--- config.mk ---
export PLATFORM = sky130hd
export DESIGN_NAME = irq_vector_ctrl
export DESIGN_NICKNAME = d
export VERILOG_FILES = /design/src/rtl/irq_vector_ctrl_pkg.sv /design/src/rtl/ivc_arbiter.sv /design/src/rtl/ivc_level_stack.sv /design/src/rtl/ivc_nmi_latch.sv /design/src/rtl/irq_vector_ctrl.sv
export SDC_FILE = /design/constraint.sdc
export NUM_CORES = 1
export LEC_CHECK = 0
export ABC_AREA = 1
export BUFFER_PORTS_ARGS = -buffer_cell sky130_fd_sc_hd__buf_2
export CAP_MARGIN = 15
export CORE_UTILIZATION = 30
export DETAILED_ROUTE_END_ITERATION = 6
export MAX_ROUTING_LAYER = met4
export REMOVE_ABC_BUFFERS = 1
export SETUP_SLACK_MARGIN = 0.2
export SLEW_MARGIN = 20
export SYNTH_ARGS = -nofsm -noshare
export SYNTH_HDL_FRONTEND = slang
export SYNTH_HIERARCHICAL = 1
export SYNTH_SLANG_ARGS = --single-unit
--- constraint.sdc ---
create_clock -name clk -period 7.1 [get_ports clk]
set_clock_uncertainty 0.05 [all_clocks]
set_input_delay 0.71 -clock clk [delete_from_list [all_inputs] [get_ports clk]]
set_output_delay 0.71 -clock clk [all_outputs]
set_load 0.1 [all_outputs]
--- src/rtl/irq_vector_ctrl_pkg.sv ---
package irq_vector_ctrl_pkg;

    typedef enum logic [0:0] {
        ST_IDLE = 1'b0,
        ST_ACK  = 1'b1
    } ivc_state_e;

    // handler entries are word-sized: vector scaled by 4
    localparam int unsigned VEC_SCALE_SH = 2;

    // rank 0 is reserved for the non-maskable source; smaller is more urgent
    function automatic int unsigned src_rank(int unsigned idx, logic fast, int unsigned n);
        return 1 + idx + (fast ? 0 : n);
    endfunction

    function automatic int unsigned empty_rank(int unsigned n);
        return 2 * n + 1;
    endfunction

endpackage

--- src/rtl/ivc_arbiter.sv ---
module ivc_arbiter
    import irq_vector_ctrl_pkg::*;
#(
    parameter int unsigned N_SRC    = 4,
    parameter int unsigned RANK_W   = 4,
    parameter int unsigned IDX_W    = 2,
    parameter logic [N_SRC-1:0] FAST_SRC = '0
) (
    input  logic [N_SRC-1:0]  req,
    input  logic [N_SRC-1:0]  mask,
    input  logic              nmi_pend,
    input  logic [RANK_W-1:0] cur_rank,
    output logic              any_win,
    output logic              win_nmi,
    output logic [IDX_W-1:0]  win_idx,
    output logic [RANK_W-1:0] win_rank
);

    logic [RANK_W-1:0] rank_c [N_SRC];
    logic              found;

    for (genvar g = 0; g < N_SRC; g++) begin : g_rank
        assign rank_c[g] = RANK_W'(src_rank(g, FAST_SRC[g], N_SRC));
    end

    always_comb begin
        found    = 1'b0;
        win_idx  = '0;
        win_rank = '1;
        win_nmi  = 1'b0;
        for (int i = 0; i < N_SRC; i++) begin
            if (req[i] && !mask[i] && (rank_c[i] < cur_rank) &&
                (!found || (rank_c[i] < win_rank))) begin
                found    = 1'b1;
                win_idx  = IDX_W'(i);
                win_rank = rank_c[i];
            end
        end
        if (nmi_pend && (cur_rank != '0)) begin
            win_nmi  = 1'b1;
            win_rank = '0;
        end
        any_win = found | win_nmi;
    end

endmodule

--- src/rtl/ivc_level_stack.sv ---
module ivc_level_stack #(
    parameter int unsigned DEPTH      = 5,
    parameter int unsigned RANK_W     = 4,
    parameter int unsigned EMPTY_RANK = 9
) (
    input  logic              clk,
    input  logic              rst,
    input  logic              push,
    input  logic [RANK_W-1:0] push_rank,
    input  logic              pop,
    output logic [RANK_W-1:0] top_rank
);

    localparam int unsigned CNT_W = $clog2(DEPTH + 1);

    logic [RANK_W-1:0] mem [DEPTH];
    logic [CNT_W-1:0]  cnt;

    assign top_rank = (cnt == '0) ? RANK_W'(EMPTY_RANK) : mem[cnt - 1'b1];

    always_ff @(posedge clk) begin
        if (rst) begin
            cnt <= '0;
        end else if (push && pop && (cnt != '0)) begin
            mem[cnt - 1'b1] <= push_rank;
        end else if (push && (cnt != CNT_W'(DEPTH))) begin
            mem[cnt] <= push_rank;
            cnt      <= cnt + 1'b1;
        end else if (pop && (cnt != '0)) begin
            cnt <= cnt - 1'b1;
        end
    end

endmodule

--- src/rtl/ivc_nmi_latch.sv ---
module ivc_nmi_latch (
    input  logic clk,
    input  logic rst,
    input  logic nmi_in,
    input  logic taken,
    output logic pend
);

    logic nmi_q;

    always_ff @(posedge clk) begin
        if (rst) begin
            nmi_q <= 1'b0;
            pend  <= 1'b0;
        end else begin
            nmi_q <= nmi_in;
            pend  <= (nmi_in && !nmi_q) || (pend && !taken);
        end
    end

endmodule

--- src/rtl/irq_vector_ctrl.sv ---
module irq_vector_ctrl
    import irq_vector_ctrl_pkg::*;
#(
    parameter int unsigned N_SRC   = 4,
    parameter int unsigned VEC_W   = 8,
    parameter int unsigned ADDR_W  = 32,
    parameter logic [N_SRC-1:0] FAST_SRC = 4'b1000,
    parameter logic [VEC_W-1:0] NMI_VEC  = 8'h02
) (
    input  logic                     clk,
    input  logic                     rst,
    input  logic [N_SRC-1:0]         dev_req,
    output logic [N_SRC-1:0]         dev_ack,
    input  logic [N_SRC*VEC_W-1:0]   dev_vec,
    input  logic                     nmi_in,
    input  logic                     mask_we,
    input  logic [N_SRC-1:0]         mask_wdata,
    input  logic [ADDR_W-1:0]        vec_base,
    output logic                     cpu_irq,
    input  logic                     cpu_ack,
    input  logic                     svc_done,
    output logic                     handler_valid,
    output logic [ADDR_W-1:0]        handler_addr
);

    localparam int unsigned IDX_W      = (N_SRC > 1) ? $clog2(N_SRC) : 1;
    localparam int unsigned EMPTY_RK   = empty_rank(N_SRC);
    localparam int unsigned RANK_W     = $clog2(EMPTY_RK + 1);
    localparam int unsigned DEPTH      = N_SRC + 1;

    ivc_state_e        state;
    logic [IDX_W-1:0]  sel_idx;
    logic              sel_nmi;
    logic [RANK_W-1:0] sel_rank;
    logic [N_SRC-1:0]  mask_q;

    logic              nmi_pend;
    logic              any_win, win_nmi;
    logic [IDX_W-1:0]  win_idx;
    logic [RANK_W-1:0] win_rank;
    logic [RANK_W-1:0] cur_rank;

    logic              grant, capture;
    logic [VEC_W-1:0]  vec_arr [N_SRC];
    logic [VEC_W-1:0]  cap_vec;

    for (genvar g = 0; g < N_SRC; g++) begin : g_dev
        assign vec_arr[g] = dev_vec[g*VEC_W +: VEC_W];
        assign dev_ack[g] = (state == ST_ACK) && !sel_nmi && (sel_idx == IDX_W'(g));
    end

    ivc_arbiter #(
        .N_SRC(N_SRC), .RANK_W(RANK_W), .IDX_W(IDX_W), .FAST_SRC(FAST_SRC)
    ) u_arb (
        .req(dev_req), .mask(mask_q), .nmi_pend(nmi_pend), .cur_rank(cur_rank),
        .any_win(any_win), .win_nmi(win_nmi), .win_idx(win_idx), .win_rank(win_rank)
    );

    ivc_level_stack #(
        .DEPTH(DEPTH), .RANK_W(RANK_W), .EMPTY_RANK(EMPTY_RK)
    ) u_stack (
        .clk(clk), .rst(rst), .push(capture), .push_rank(sel_rank),
        .pop(svc_done), .top_rank(cur_rank)
    );

    ivc_nmi_latch u_nmi (
        .clk(clk), .rst(rst), .nmi_in(nmi_in),
        .taken(grant && win_nmi), .pend(nmi_pend)
    );

    assign cpu_irq = (state == ST_IDLE) && any_win;
    assign grant   = cpu_irq && cpu_ack;
    assign capture = (state == ST_ACK) && (sel_nmi || dev_req[sel_idx]);
    assign cap_vec = sel_nmi ? NMI_VEC : vec_arr[sel_idx];

    always_ff @(posedge clk) begin
        if (rst) begin
            state         <= ST_IDLE;
            sel_idx       <= '0;
            sel_nmi       <= 1'b0;
            sel_rank      <= '0;
            mask_q        <= '0;
            handler_valid <= 1'b0;
            handler_addr  <= '0;
        end else begin
            handler_valid <= 1'b0;
            if (mask_we) begin
                mask_q <= mask_wdata;
            end
            unique case (state)
                ST_IDLE: begin
                    if (grant) begin
                        state    <= ST_ACK;
                        sel_idx  <= win_idx;
                        sel_nmi  <= win_nmi;
                        sel_rank <= win_rank;
                    end
                end
                ST_ACK: begin
                    state <= ST_IDLE;
                    if (capture) begin
                        handler_valid <= 1'b1;
                        handler_addr  <= vec_base + (ADDR_W'(cap_vec) << VEC_SCALE_SH);
                    end
                end
                default: state <= ST_IDLE;
            endcase
        end
    end

endmodule

Word level (Yosys, flattened, before mapping) --
Memory sizes are Yosys's and may differ from the RTL's. Cells that the tools add are included. Widths: inputs -> output; s select.
Storage, ports and cells: word-level logic and storage cells 118, input bits 78, memory bits (writable) 20, memories 1, output and inout bits 38, register bits 50
Memories:
- u_stack.mem | depth 5, width 4, read ports 1, clocked after memory_dff 0, write ports 1, RTL line ivc_level_stack.sv:16 | logic [RANK_W-1:0] mem [DEPTH];
Operators by class: bitwise operators 4, reductions and logical operators 52, add/subtract/negate cells 3, $lt $le $gt $ge 9, muxes and demuxes 35, eq/ne operators 4
Operator list (number):
- $add 32x10->32 | 1
- $lt 3x4->1 const A | 7
- $mux 4 | 7
- $logic_and 1x1->1 | 27
- $mux 8 | 3
- $mux 1 | 17
- $bmux 8 s2 | 1
- $logic_not 1->1 | 10
- $mux 3 | 3
- $reduce_and 2->1 | 3
- $logic_or 1x1->1 | 5
- $eq 2x2->1 const B | 2
- $mux 2 | 2
- $reduce_bool 4->1 | 1
- $reduce_or 4->1 | 1
- $add 3x1->3 const B | 1
- $ge 3x3->1 const B | 1
- $logic_not 3->1 | 1
- $lt 2x3->1 const B | 1
- $ne 3x3->1 const B | 1
- $not 2->3 | 1
- $reduce_bool 3->1 | 1
- $sub 3x1->3 const B | 1
- $bmux 1 s2 | 1
- 7 further kinds | 8

Longest topological paths before layout --
An unclocked memory read counts as a cell.
depth in word-level cells 25, gate-level depth with buffers 22, depth with buffers taken out 20

Hierarchy --
The synthesis kept the hierarchy.
Modules (own cells, without submodules):
- irq_vector_ctrl | seq. area each 900.9 um^2, area an instance 3129.3 um^2, instances 1, cells an instance 537
- ivc_level_stack | seq. area each 660.6 um^2, area an instance 1267.5 um^2, instances 1, cells an instance 129
- ivc_arbiter | seq. area each 0.0 um^2, area an instance 173.9 um^2, instances 1, cells an instance 39
- ivc_nmi_latch | seq. area each 40.0 um^2, area an instance 77.6 um^2, instances 1, cells an instance 10

Worst setup path after synthesis --
Ideal clock, no wire load.
path type register to register, start reg u_stack.cnt[0], end reg sel_idx[0], path buffers 1, stages on the path, launching flop included 20, slack 2787 ps, setup time 127 ps, arrival time 4136 ps, required time 6923 ps, clock period less this slack 4313 ps, cell sequence dfxtp_1 inv_1 buf_2 ha_1 xnor2_1 o21ai_0 inv_1 o21ai_0 inv_1 nor2_2 nor2_1 nand2_2 inv_1 nor2_1 nand2_1 inv_1 nor2_1 nand2_1 o21ai_0 a21oi_1
Between the ends: cells in the longest elaborated chain, start to end 22, elaborated cells on any way between the ends 41, those cells by class add/sub: 1; order compare: 7; mux: 12; bitwise: 1; reduce/logical: 19; memory: 1
Ends and longest elaborated chain:
- start, declared | RTL line ivc_level_stack.sv:17 | logic [CNT_W-1:0] cnt;
- start signal, assigned | RTL line ivc_level_stack.sv:28 | cnt <= cnt + 1'b1;
- start signal, assigned | RTL line ivc_level_stack.sv:30 | cnt <= cnt - 1'b1;
- $sub 3x1->3 | RTL line ivc_level_stack.sv:19 | assign top_rank = (cnt == '0) ? RANK_W'(EMPTY_RANK) : mem[cnt - 1'b1];
- $mem_v2 5x4
- $mux 4 * | RTL line ivc_level_stack.sv:19
- net cur_rank[2] | RTL line irq_vector_ctrl.sv:41 | logic [RANK_W-1:0] cur_rank;
- $lt 3x4->1 | RTL line ivc_arbiter.sv:32 | if (req[i] && !mask[i] && (rank_c[i] < cur_rank) &&
- $logic_and 1x1->1 | RTL line ivc_arbiter.sv:32
- $mux 4 / $mux 1 (equally long branches) | RTL line ivc_arbiter.sv:32
- $lt 3x4->1 / $logic_not 1->1 (equally long branches) | RTL line ivc_arbiter.sv:33 | (!found || (rank_c[i] < win_rank))) begin
- (+9 left out)
- $logic_and 1x1->1 | RTL line ivc_arbiter.sv:32
- $mux 1 | RTL line ivc_arbiter.sv:32
- $or 1x1->1 * | RTL line ivc_arbiter.sv:43 | any_win = found | win_nmi;
- net any_win | RTL line irq_vector_ctrl.sv:38 | logic any_win, win_nmi;
- $logic_and 1x1->1 * | RTL line irq_vector_ctrl.sv:71 | assign cpu_irq = (state == ST_IDLE) && any_win;
- net cpu_irq | RTL line irq_vector_ctrl.sv:19 | output logic cpu_irq,
- $logic_and 1x1->1 * | RTL line irq_vector_ctrl.sv:72 | assign grant = cpu_irq && cpu_ack;
- $reduce_and 2->1 (no source line) *
- end signal, assigned | RTL line irq_vector_ctrl.sv:94 | sel_idx <= win_idx;
- end, declared | RTL line irq_vector_ctrl.sv:32 | logic [IDX_W-1:0] sel_idx;
The timed path passes the listed nets; every way through them passes the cells marked *. A chain may end at the register's enable or synchronous reset.

Worst setup path after layout --
start reg u_stack.cnt[0], end out cpu_irq
Between the ends: cells in the longest elaborated chain, start to end 20, elaborated cells on any way between the ends 36, those cells by class add/sub: 1; order compare: 7; mux: 9; bitwise: 1; reduce/logical: 17; memory: 1
Ends and longest elaborated chain (RTL line):
- $sub 3x1->3 | ivc_level_stack.sv:19
- $mem_v2 5x4
- $mux 4 * | ivc_level_stack.sv:19
- net cur_rank[2] | irq_vector_ctrl.sv:41
- $lt 3x4->1 | ivc_arbiter.sv:32
- $logic_and 1x1->1 | ivc_arbiter.sv:32
- $mux 4 / $mux 1 (equally long branches) | ivc_arbiter.sv:32
- $lt 3x4->1 / $logic_not 1->1 (equally long branches) | ivc_arbiter.sv:33
- (+6 left out)
- $mux 4 / $mux 1 (equally long branches) | ivc_arbiter.sv:32
- $lt 3x4->1 / $logic_not 1->1 (equally long branches) | ivc_arbiter.sv:33
- $logic_or 1x1->1 | ivc_arbiter.sv:33
- $logic_and 1x1->1 | ivc_arbiter.sv:32
- $mux 1 | ivc_arbiter.sv:32
- $or 1x1->1 * | ivc_arbiter.sv:43
- net any_win | irq_vector_ctrl.sv:38
- $logic_and 1x1->1 * | irq_vector_ctrl.sv:71
- end, declared | irq_vector_ctrl.sv:19
Marks and branches as above.

==> flow_summary_export.csv <==
group,metric,value,unit
timing,worst_hold_slack,0.4275,ns
global_route,overflow,0,
floorplan,die_area,0.01600,mm²
setup_path,cp_slowest_cell,"dfxtp_1",
placed_design,place_hpwl,10090,µm
floorplan,die_y,126.5,µm
clock_tree,cts_setup_buffers,0,
synth,synth_ff_type,"dfxtp_1",
power,clock_power_share,20.4,%
clock_tree,cts-root-buf,"clkbuf_16",
placed_design,portBuffers,115,
setup_path,worstPathArrival,3.64,ns
clock_tree,cts_hold_buf,0,
placed_design,gp_congestion,0.9273,
global_route,grt.busiest_layer,"met2",
setup_path,critPathBufInv,5,
synth,synth-edff-count,20,
synth,syn_inst,715,
setup_path,cp_top_family,"buffers and inverters",
clock_tree,clk_path_buf_depth,2,
cells_and_area,num-nets-final,914,
placed_design,numPlacedInstances,1000,
cells_and_area,layout_common_cells,"189 x nand2_1, 123 x nor2_1, 115 x buf_2, 92 x inv_1, 75 x nand3_1",
timing,tns,0,ns
setup_path,cp-start-kind,"flip-flop",
timing,fin_crit,4.403,ns
setup_path,cp_max_fo,14,
routing,drt_iter0_markers,272,
cells_and_area,finalNonFillerCells,1018,
power,p_int,1.043,mW
routing,firstDrtPassIters,5,
synth,synth_warnings,6,
power,power_switching,1.132,mW
routing,wl,13110,µm
setup_path,crit_chain,"inv_1, ha_1, xnor2_1, o21ai_0, inv_1, o21ai_0, inv_1, nor2_2, nor2_1, nand2_1, nand2_1, nor2_1, nand2_1, inv_1, nor2_1, buf_2",
routing,num_vias,4793,
timing,setup_violations,0,
global_route,grt_max_degree,53,
routing,drcViolationCount,0,
synth,seq_area_frac_synth,34.45,%
floorplan,fp.coreArea,0.01515,mm²
clock_tree,clock-sinks,70,
timing,fin_crit_sh,62.01,%
setup_path,path_class,"flip-flop to output port",
synth,async_flop_share,0,%
cells_and_area,areaGrowthSynthToFinish,21.48,%
setup_path,crit_top_cell,"inv_1",
timing,report.final.slew_viol_count,0,
synth,yosys.cell_types.count,40,
timing,rsz0062_at_grt,"no",
timing,worstMarginPinSlew,0.7876,ns
clock_tree,clk_pin_slew_worst_paths,0.06,ns
cells_and_area,drive_gt1_share,19.44,%
setup_path,setup.worst_path.end_class,"output port",
clock_tree,htreeDepth,3,
power,ir_worst_vdd,0.1372,mV
cells_and_area,fillCellCount,1628,
global_route,grtUsageTotal,17.82,%
timing,slew_headroom,47.44,%
floorplan,dieWidth,126.5,µm
synth,synth_area,0.004648,mm²
setup_path,critPathMaxStageDelay,0.58,ns
power,power_frac_seq,25.2,%
global_route,grtUsageMet2,29.44,%
global_route,grtUsageMet3,3.796,%
power,switching_share,52.05,%
synth,postSynthAreaPerCell,6.501,µm²
clock_tree,cts_tree,"built",
clock_tree,numCtsBuffers,9,
global_route,met1_usage,21.38,%
cells_and_area,regArea,0.001602,mm²
clock_tree,cts_resized,0,
routing,routedWlPerCell,12.88,µm
setup_path,critPathRequiredTime,6.34,ns
routing,avgViaCountPerCell,4.708,
floorplan,io_pins,116,
power,power_frac_comb,54.4,%
outcome,status,"complete, no violations",
power,leakage,2.848,nW
cells_and_area,multi_input_area,0.002544,mm²
clock_tree,worstSkewPairLatency,0.35,ns
cells_and_area,final_common_cell,"nand2_1",
floorplan,initial_core_util,30.69,%
global_route,grt_pass1_vias,4495,
global_route,antenna_found_initial,1,
timing,finalHoldViolCount,0,
global_route,grt_pass1_wl,21730,µm
timing,max_freq,0.2271,GHz
synth,ys_ff_latch,70,
worst_hold_path,hp-class,"flip-flop to flip-flop",
power,power_density,385.2,mW/mm²
job,cap_violations,0,
floorplan,num_rows,45,
routing,ant_nets,0,
==> layer usage <==
metal,share of wire (%),vias to the layer above
met1,47,2140
met4,2.6,0
met5,0,-
met2,46,119
met3,4.3,32
li1,-,2502
==> flip-flops by register name, indices dropped and copies added, names as in the netlist <==
| name | cells |
|---|---|
| handler_addr | 32 |
| handler_valid | 1 |
| mask_q | 4 |
| sel_idx | 2 |
| sel_nmi | 1 |
| sel_rank | 4 |
| state | 1 |
| u_nmi/nmi_q | 1 |
| u_nmi/pend | 1 |
| u_stack/cnt | 3 |
| u_stack/mem | 20 |
==> path summary, 6_finish.rpt <==
| path | startpoint | to | slack, ns | depth (start not counted) |
|---|---|---|---|---|
| min reg2reg | u_nmi/nmi_q$_SDFF_PP0_ | u_nmi/pend$_SDFF_PP0_ | 0.43 | 3 |
| max reg2reg | u_stack/cnt[0]$_SDFFE_PP0P_ | sel_idx[1]$_SDFFE_PP0P_ | 3.42 | 18 |
| min | u_nmi/nmi_q$_SDFF_PP0_ | u_nmi/pend$_SDFF_PP0_ | 0.43 | 3 |
| max | u_stack/cnt[0]$_SDFFE_PP0P_ | cpu_irq | 2.70 | 16 |
==> cell usage after synthesis, types with 7 or more instances <==
library cell	n	area [µm²]
nand2_1	189	709.4
nor2_1	123	461.7
inv_1	92	345.3
nand3_1	75	375.4
dfxtp_1	50	1001
o21ai_0	36	180.2
edfxtp_1	20	600.6
a21oi_1	14	70.07
nand4_1	13	81.33
ha_1	12	150.1
clkbuf_1	8	30.03
a22oi_1	7	52.55
a31oi_1	7	43.79
==> kinds of logic after synthesis <==
logic type / Yosys count / share of synthesized area, %
AOI/OAI and AO/OA: 71 / 8.425
xor gates and xnor gates: 10 / 2.046
adders and majority gates: 13 / 3.661
buffers and inverters: 118 / 10.82
DFF: 70 / 34.45
and+or+nand+nor: 433 / 40.59
==> cell type report <==
type	count	share of cell area, %
inverters	100	7.046
flip-flops and latches	70	28.36
diodes	2	0.08863
clock inverters	7	1.108
well taps	188	4.166
repair buffers	115	10.19
multi-input cells	527	45.05
clock buffers	9	3.988
==> worst min-delay path, cell delays in order (launching register included) <==
cell	delay, ns
dfxtp_1	0.31
inv_1	0.04
nand3_2	0.04
nand2_1	0.04
==> power by group through the flow <==
stage / logic (mW) / clock network, mW / registers [mW]
2_1_floorplan: 0.704 / 0 / 0.782
3_3_place_gp: 1.18 / 0 / 0.558
5_1_grt: 1.32 / 0.474 / 0.558
6_report: 1.18 / 0.444 / 0.548
3_5_place_dp: 1.18 / 0 / 0.557
4_1_cts: 1.19 / 0.459 / 0.549
==> through the flow <==
step	utilization (%)	total power [mW]	setup slack (ns)	area, µm²
2_1_floorplan	-	1.486	2.618	4543
3_3_place_gp	35.35	1.742	3.097	5354
3_5_place_dp	35.35	1.738	3.108	5354
4_1_cts	37.25	2.194	2.727	5642
5_1_grt	37.27	2.350	2.281	5644
6_report	37.28	2.175	2.697	5647
Note: power is estimated with default switching activity, not from simulation.
